### src/rtl/pwm_reload_pkg.sv
package pwm_reload_pkg;

   localparam int NUM_BUF    = 7;
   localparam int REG_PERIOD = 0;
   localparam int REG_DUTY_U = 1;
   localparam int REG_DUTY_V = 2;
   localparam int REG_DUTY_W = 3;
   localparam int REG_CULL   = 4;
   localparam int REG_ADC_A  = 5;
   localparam int REG_ADC_B  = 6;
   localparam int REG_MODE   = 7;

   typedef enum logic [1:0] {
      UPD_IMMEDIATE    = 2'd0,
      UPD_BATCH        = 2'd1,
      UPD_BATCH_CULLED = 2'd2
   } upd_mode_e;

   function automatic upd_mode_e decode_mode(input logic imm_sel, input logic cull_en);
      if (imm_sel)      return UPD_IMMEDIATE;
      else if (cull_en) return UPD_BATCH_CULLED;
      else              return UPD_BATCH;
   endfunction

endpackage

### src/rtl/pwm_shadow_bank.sv
module pwm_shadow_bank
   import pwm_reload_pkg::*;
#(
   parameter int DATA_W     = 16,
   parameter int ADDR_W     = 3,
   parameter int PERIOD_IDX = REG_PERIOD
) (
   input  logic                             clk,
   input  logic                             rst_n,
   input  logic                             wr_en,
   input  logic [ADDR_W-1:0]                wr_addr,
   input  logic [DATA_W-1:0]                wr_data,
   input  logic                             imm_mode,
   input  logic                             xfer,
   output logic [NUM_BUF-1:0][DATA_W-1:0]   shadow_o,
   output logic [NUM_BUF-1:0][DATA_W-1:0]   active_o
);

   for (genvar g = 0; g < NUM_BUF; g++) begin : g_slot
      localparam logic [DATA_W-1:0] RST_VAL = (g == PERIOD_IDX) ? {DATA_W{1'b1}} : {DATA_W{1'b0}};
      logic              hit;
      logic [DATA_W-1:0] shadow_q;
      logic [DATA_W-1:0] active_q;

      assign hit = wr_en && (wr_addr == ADDR_W'(g));

      always_ff @(posedge clk) begin
         if (!rst_n) begin
            shadow_q <= RST_VAL;
            active_q <= RST_VAL;
         end else begin
            if (hit) shadow_q <= wr_data;
            if (imm_mode && hit) active_q <= wr_data;
            else if (xfer)       active_q <= shadow_q;
         end
      end

      assign shadow_o[g] = shadow_q;
      assign active_o[g] = active_q;
   end

endmodule

### src/rtl/pwm_tri_counter.sv
module pwm_tri_counter #(
   parameter int DATA_W = 16
) (
   input  logic              clk,
   input  logic              rst_n,
   input  logic [DATA_W-1:0] period,
   output logic [DATA_W-1:0] cnt_o,
   output logic              down_o,
   output logic              crest_o,
   output logic              valley_o
);

   localparam logic [DATA_W-1:0] BOTTOM = DATA_W'(1);
   localparam logic [DATA_W-1:0] STEP   = DATA_W'(1);

   logic [DATA_W-1:0] cnt_q;
   logic              down_q;

   assign crest_o  = (cnt_q == period);
   assign valley_o = (cnt_q == BOTTOM);

   always_ff @(posedge clk) begin
      if (!rst_n) begin
         cnt_q  <= BOTTOM;
         down_q <= 1'b0;
      end else if (crest_o && valley_o) begin
         cnt_q  <= cnt_q;
         down_q <= 1'b0;
      end else if (crest_o) begin
         cnt_q  <= cnt_q - STEP;
         down_q <= 1'b1;
      end else if (valley_o) begin
         cnt_q  <= cnt_q + STEP;
         down_q <= 1'b0;
      end else begin
         cnt_q  <= down_q ? cnt_q - STEP : cnt_q + STEP;
      end
   end

   assign cnt_o  = cnt_q;
   assign down_o = down_q;

endmodule

### src/rtl/pwm_event_cull.sv
module pwm_event_cull #(
   parameter int CULL_W = 5
) (
   input  logic              clk,
   input  logic              rst_n,
   input  logic              event_i,
   input  logic [CULL_W-1:0] ratio_i,
   output logic              pass_o
);

   logic [CULL_W-1:0] skip_q;

   assign pass_o = event_i && (skip_q >= ratio_i);

   always_ff @(posedge clk) begin
      if (!rst_n)       skip_q <= '0;
      else if (pass_o)  skip_q <= '0;
      else if (event_i) skip_q <= skip_q + CULL_W'(1);
   end

endmodule

### src/rtl/pwm_reload_arm.sv
module pwm_reload_arm (
   input  logic clk,
   input  logic rst_n,
   input  logic batch_mode,
   input  logic arm_wr,
   input  logic point_i,
   output logic armed_o,
   output logic xfer_o
);

   logic armed_q;

   assign xfer_o = armed_q && point_i;

   always_ff @(posedge clk) begin
      if (!rst_n)          armed_q <= 1'b0;
      else if (!batch_mode) armed_q <= 1'b0;
      else                 armed_q <= arm_wr || (armed_q && !xfer_o);
   end

   assign armed_o = armed_q;

endmodule

### src/rtl/pwm_reload_ctrl.sv
module pwm_reload_ctrl
   import pwm_reload_pkg::*;
#(
   parameter int DATA_W = 16,
   parameter int ADDR_W = 3,
   parameter int CULL_W = 5
) (
   input  logic              clk,
   input  logic              rst_n,
   input  logic              wr_en,
   input  logic [ADDR_W-1:0] wr_addr,
   input  logic [DATA_W-1:0] wr_data,
   input  logic [ADDR_W-1:0] rd_addr,
   output logic [DATA_W-1:0] rd_data,
   output logic [DATA_W-1:0] act_period,
   output logic [DATA_W-1:0] act_duty_u,
   output logic [DATA_W-1:0] act_duty_v,
   output logic [DATA_W-1:0] act_duty_w,
   output logic [DATA_W-1:0] act_cull,
   output logic [DATA_W-1:0] act_adc_a,
   output logic [DATA_W-1:0] act_adc_b,
   output logic [DATA_W-1:0] cnt_value,
   output logic              cnt_down,
   output logic              crest,
   output logic              valley,
   output logic              cull_evt,
   output logic              xfer,
   output logic              armed
);

   localparam logic [ADDR_W-1:0] MODE_ADDR = ADDR_W'(REG_MODE);
   localparam logic [ADDR_W-1:0] ARM_ADDR  = ADDR_W'(REG_DUTY_U);

   if (NUM_BUF >= (1 << ADDR_W)) begin : g_addr_check
      $error("ADDR_W too small for buffered registers plus mode register");
   end
   if (CULL_W > DATA_W || CULL_W < 1) begin : g_cull_check
      $error("CULL_W must be between 1 and DATA_W");
   end
   if (DATA_W < 2) begin : g_data_check
      $error("DATA_W must be at least 2");
   end

   logic                           imm_q;
   logic                           cull_en_q;
   upd_mode_e                      mode;
   logic [NUM_BUF-1:0][DATA_W-1:0] shadow_vec;
   logic [NUM_BUF-1:0][DATA_W-1:0] act_vec;
   logic                           evt;
   logic                           point;

   always_ff @(posedge clk) begin
      if (!rst_n) begin
         imm_q     <= 1'b1;
         cull_en_q <= 1'b0;
      end else if (wr_en && wr_addr == MODE_ADDR) begin
         imm_q     <= wr_data[0];
         cull_en_q <= wr_data[1];
      end
   end

   assign mode = decode_mode(imm_q, cull_en_q);

   pwm_shadow_bank #(
      .DATA_W     (DATA_W),
      .ADDR_W     (ADDR_W),
      .PERIOD_IDX (REG_PERIOD)
   ) u_bank (
      .clk      (clk),
      .rst_n    (rst_n),
      .wr_en    (wr_en),
      .wr_addr  (wr_addr),
      .wr_data  (wr_data),
      .imm_mode (mode == UPD_IMMEDIATE),
      .xfer     (xfer),
      .shadow_o (shadow_vec),
      .active_o (act_vec)
   );

   pwm_tri_counter #(.DATA_W(DATA_W)) u_cnt (
      .clk      (clk),
      .rst_n    (rst_n),
      .period   (act_vec[REG_PERIOD]),
      .cnt_o    (cnt_value),
      .down_o   (cnt_down),
      .crest_o  (crest),
      .valley_o (valley)
   );

   assign evt = crest || valley;

   pwm_event_cull #(.CULL_W(CULL_W)) u_cull (
      .clk     (clk),
      .rst_n   (rst_n),
      .event_i (evt),
      .ratio_i (act_vec[REG_CULL][CULL_W-1:0]),
      .pass_o  (cull_evt)
   );

   always_comb begin
      unique case (mode)
         UPD_BATCH:        point = evt;
         UPD_BATCH_CULLED: point = cull_evt;
         default:          point = 1'b0;
      endcase
   end

   pwm_reload_arm u_arm (
      .clk        (clk),
      .rst_n      (rst_n),
      .batch_mode (mode != UPD_IMMEDIATE),
      .arm_wr     (wr_en && wr_addr == ARM_ADDR),
      .point_i    (point),
      .armed_o    (armed),
      .xfer_o     (xfer)
   );

   always_comb begin
      rd_data = '0;
      for (int i = 0; i < NUM_BUF; i++) begin
         if (rd_addr == ADDR_W'(i)) rd_data = shadow_vec[i];
      end
      if (rd_addr == MODE_ADDR) rd_data = {{(DATA_W-2){1'b0}}, cull_en_q, imm_q};
   end

   assign act_period = act_vec[REG_PERIOD];
   assign act_duty_u = act_vec[REG_DUTY_U];
   assign act_duty_v = act_vec[REG_DUTY_V];
   assign act_duty_w = act_vec[REG_DUTY_W];
   assign act_cull   = act_vec[REG_CULL];
   assign act_adc_a  = act_vec[REG_ADC_A];
   assign act_adc_b  = act_vec[REG_ADC_B];

endmodule

### config.mk
export PLATFORM = sky130hd
export DESIGN_NAME = pwm_reload_ctrl
export DESIGN_NICKNAME = d
export VERILOG_FILES = /design/src/rtl/pwm_reload_pkg.sv /design/src/rtl/pwm_shadow_bank.sv /design/src/rtl/pwm_tri_counter.sv /design/src/rtl/pwm_event_cull.sv /design/src/rtl/pwm_reload_arm.sv /design/src/rtl/pwm_reload_ctrl.sv
export SDC_FILE = /design/constraint.sdc
export NUM_CORES = 1
export LEC_CHECK = 0
export ABC_CLOCK_PERIOD_IN_PS = 3050
export BUFFER_PORTS_ARGS = -buffer_cell sky130_fd_sc_hd__buf_2
export CAP_MARGIN = 20
export CORE_ASPECT_RATIO = 2
export CORE_MARGIN = 4
export CORE_UTILIZATION = 57
export DETAILED_ROUTE_END_ITERATION = 10
export PLACE_DENSITY_LB_ADDON = 0.15
export SYNTH_ARGS = -nofsm -noshare
export SYNTH_HDL_FRONTEND = slang
export SYNTH_SLANG_ARGS = --single-unit
### constraint.sdc
create_clock -name clk -period 3.05 [get_ports clk]
set_input_delay 0.305 -clock clk [delete_from_list [all_inputs] [get_ports clk]]
set_output_delay 0.305 -clock clk [all_outputs]
set_load 0.02 [all_outputs]
==> reports/metrics.yaml <==
port_buffers: 174
htreeDepth: 1
reg2reg_from: "u_cnt.cnt_o[1]"
placed_area_um2: 12300
pwr-share-seq_pct: 48.1
r2r_end: "u_bank.g_slot[5].active_q[13]"
rsz0062_at_grt: "no"
clk_latency_ns: 0.53
worst-endpoint-required_ns: 2.74
worstSetupStartpointType: "flop"
dieArea_um2: 22600
swShare_pct: 26.6
period_minus_slack_ns: 2.94
netlist.area_leader.share_pct: 43.5
cp.arrival_ns: 2.64
reg2reg_setup_slack_ns: 0.35
drt_iter0_drc: 1145
num-fill-cells: 1858
crit_chain: "xor2_1 -> nor4_1 -> nand4_1 -> buf_4 -> inv_4 -> nor2_1 -> nor3_1 -> buf_2"
leakagePower_nw: 5.20
cts.sinks: 249
slew_headroom_pct: 36.3
cts_root_buffer: "clkbuf_16"
grt_pass1_vias: 11000
hold_path_depth: 4
place_congestion: 0.935
p_int_mw: 5.23
num_io_pins: 175
maxCapViolCount: 0
fin_skew_ns: 0.0127
syn_nets: 1569
post_drt_wl_per_cell_um: 20.5
synth.avg_cell_area_um2: 7.46
synth_common_cells: "nand2_1, dfxtp_1, a21oi_1"
powerDensity_nw_per_um2: 541
overflow: 0
slew_violations: 0
vias_per_cell: 6.11
clkTransAtPathRegs_ns: 0.07
fin_area_um2: 13100
layout_setup_ws_ns: 0.105
drt_drc_violations_left: 0
wirelength_mm: 39.3
synth_seq_cells: 249
synth_edf_count: 0
coreArea_um2: 19800
syn_to_final_growth_pct: 14.8
hold_path_startpoint: "rst_n"
switchingPower_mw: 1.89
yosysUniqueCellTypes: 51
whs_endpoint: "u_bank.g_slot[0].active_q[1]"
ys.flop_type: "dfxtp_1"
ys_warn_count: 0
hold_violations: 0
worst_hold_path_type: "input port to flop"
fin_crit_sh_pct: 96.6
vias: 11700
fp.dieW_um: 108
synth.area.top_cells: "dfxtp_1, nand2_1, a31oi_1, a21oi_1, o21ai_0"
end_kind: "output port"
num-nets-final: 1675
slowest_delay_ns: 0.54
outcome: "completed"
ant_nets: 0
combinationalPowerShare_pct: 10.9
p_total_mw: 7.12
ir_drop_uv: 535
layout-drive-gt1-share_pct: 15.8
grt_pass1_wl_mm: 60.8
die-height_um: 208
drt_pass1_iterations: 7
cp_max_fo: 19
synth-seq-area-share_pct: 43.5
r2r_cells: 9
clockBufferDepth: 3
cts-buffers-inserted: 23
p_clk_share_pct: 40.9
track_usage_pct: 34.3
setup_tns_ns: 0
initial_utilization_pct: 57.8
fin_util_pct: 66.3
dp_slack_ns: 0.182
synthesis.area_um2: 11500
tritoncts: "done"
dp_hpwl_mm: 26.8
finalSetupViolCount: 0
rows: 73
worst_pin_slew_ns: 0.953
antenna_found_initial: 1
syn_inst: 1535
grt_max_degree: 113
crit_path_top_delay_cell: "dfxtp_1"
synth_most_common_cell: "nand2_1"
max_freq_mhz: 340
worstSetupPathType: "flop to output port"
yosys.area.top_type: "dfxtp_1"
synthArstFlopShare_pct: 0
==> per-stage QoR <==
| step | hold slack (ns) | cells |
|---|---|---|
| floorplan | 0.445 | 1535 |
| global placement | 0.452 | 1871 |
| detailed placement | 0.461 | 1871 |
| CTS | 0.168 | 1914 |
| global route | 0.193 | 1919 |
| finish | 0.187 | 1920 |
==> kinds of logic (layout without fill, tap and decap cells) <==
| family | after synthesis | in the layout | synth area share [%] |
|---|---|---|---|
| XOR/XNOR | 16 | 16 | 1.22 |
| other | 0 | 1 | 0 |
| multiplexers | 42 | 42 | 4.04 |
| buffers and inverters | 146 | 268 | 5.51 |
| AO/OA/AOI/OAI | 409 | 409 | 20.7 |
| adder cells (fa/ha/maj) | 9 | 9 | 0.983 |
| AND/OR/NAND/NOR | 664 | 664 | 24.0 |
| flip-flops | 249 | 249 | 43.5 |
==> cell usage in the layout, fill, tap and decap left out, drive strengths merged, types with 11 or more instances in the layout <==
cell type	instances
a21oi	125
a22o	13
a31oi	114
buf	209
clkbuf	34
dfxtp	249
inv	18
mux2i	35
nand2	500
nand2b	13
nand3	34
nand4	11
nor2	50
nor3	17
o21ai	124
o221ai	13
xor2	16
==> cell type report <==
cell class / count / area, um2 / area share [%]
multi-input combinational: 1140 / 5860 / 44.5
sequential: 249 / 4990 / 37.9
timing repair buffer: 209 / 1170 / 8.87
clock buffer: 34 / 647 / 4.92
tap: 262 / 328 / 2.49
clock inverter: 7 / 90.1 / 0.685
inverter: 18 / 70.1 / 0.533
antenna: 1 / 2.50 / 0.0190
==> layer usage <==
layer  vias to the layer above  track usage [%]  wire length (um)  share of wire, %
li1                       5485                -                 -                 -
met1                      5473             42.5             14700                37
met2                       613             53.5             18300                46
met3                       161             4.59              3000               7.6
met4                         0             25.6              3410               8.7
met5                         -                0                 0                 0
==> worst max path at each step <==
stage                     slack, ns      startpoint  cells past startpoint                             to
after floorplan                0.49  u_cnt.cnt_o[1]                      8                           xfer
after global placement         0.28  u_cnt.cnt_o[1]                      9                u_cnt.cnt_o[15]
after detailed placement       0.18  u_cnt.cnt_o[0]                      8  u_bank.g_slot[4].active_q[11]
after CTS                      0.02  u_cnt.cnt_o[1]                      8                           xfer
after global routing           0.05  u_cnt.cnt_o[3]                      8                           xfer
final                          0.11  u_cnt.cnt_o[3]                      8                           xfer
==> power by group through the flow <==
stage / Combinational [mW] / Clock (mW) / Sequential, mW
after detailed placement: 0.745 / 0 / 3.50
after global placement: 0.734 / 0 / 3.50
after global routing: 0.837 / 3.07 / 3.43
after CTS: 0.748 / 2.93 / 3.42
final: 0.777 / 2.91 / 3.43
after floorplan: 0.425 / 0 / 3.53
==> state kept, by name, summed over array words and instances (netlist names) <==
signal,flops
u_bank.g_slot.active_q,112
u_bank.g_slot.shadow_q,112
u_cnt.cnt_o,16
u_cull.skip_q,5
cull_en_q,1
imm_q,1
u_arm.armed_o,1
u_cnt.down_o,1
==> worst max-delay path, delay by kind of cell, from the launching register on <==
kind | cells | cell delay (ns)
DFF | 1 | 0.54
and+or+nand+nor | 4 | 0.91
xor gates and xnor gates | 1 | 0.12
buffers and inverters | 3 | 0.53
==> repair_timing <==
action                                  4_1_cts  5_1_grt
gates resized for setup                       3        3
hold endpoints to repair                      0        0
endpoints found under the setup margin        2        5
gates cloned                                  0        0
buffers inserted                              2        3
pin swaps                                     1        1
hold buffers                                  0        0
Power figures use the tool's default switching activity.
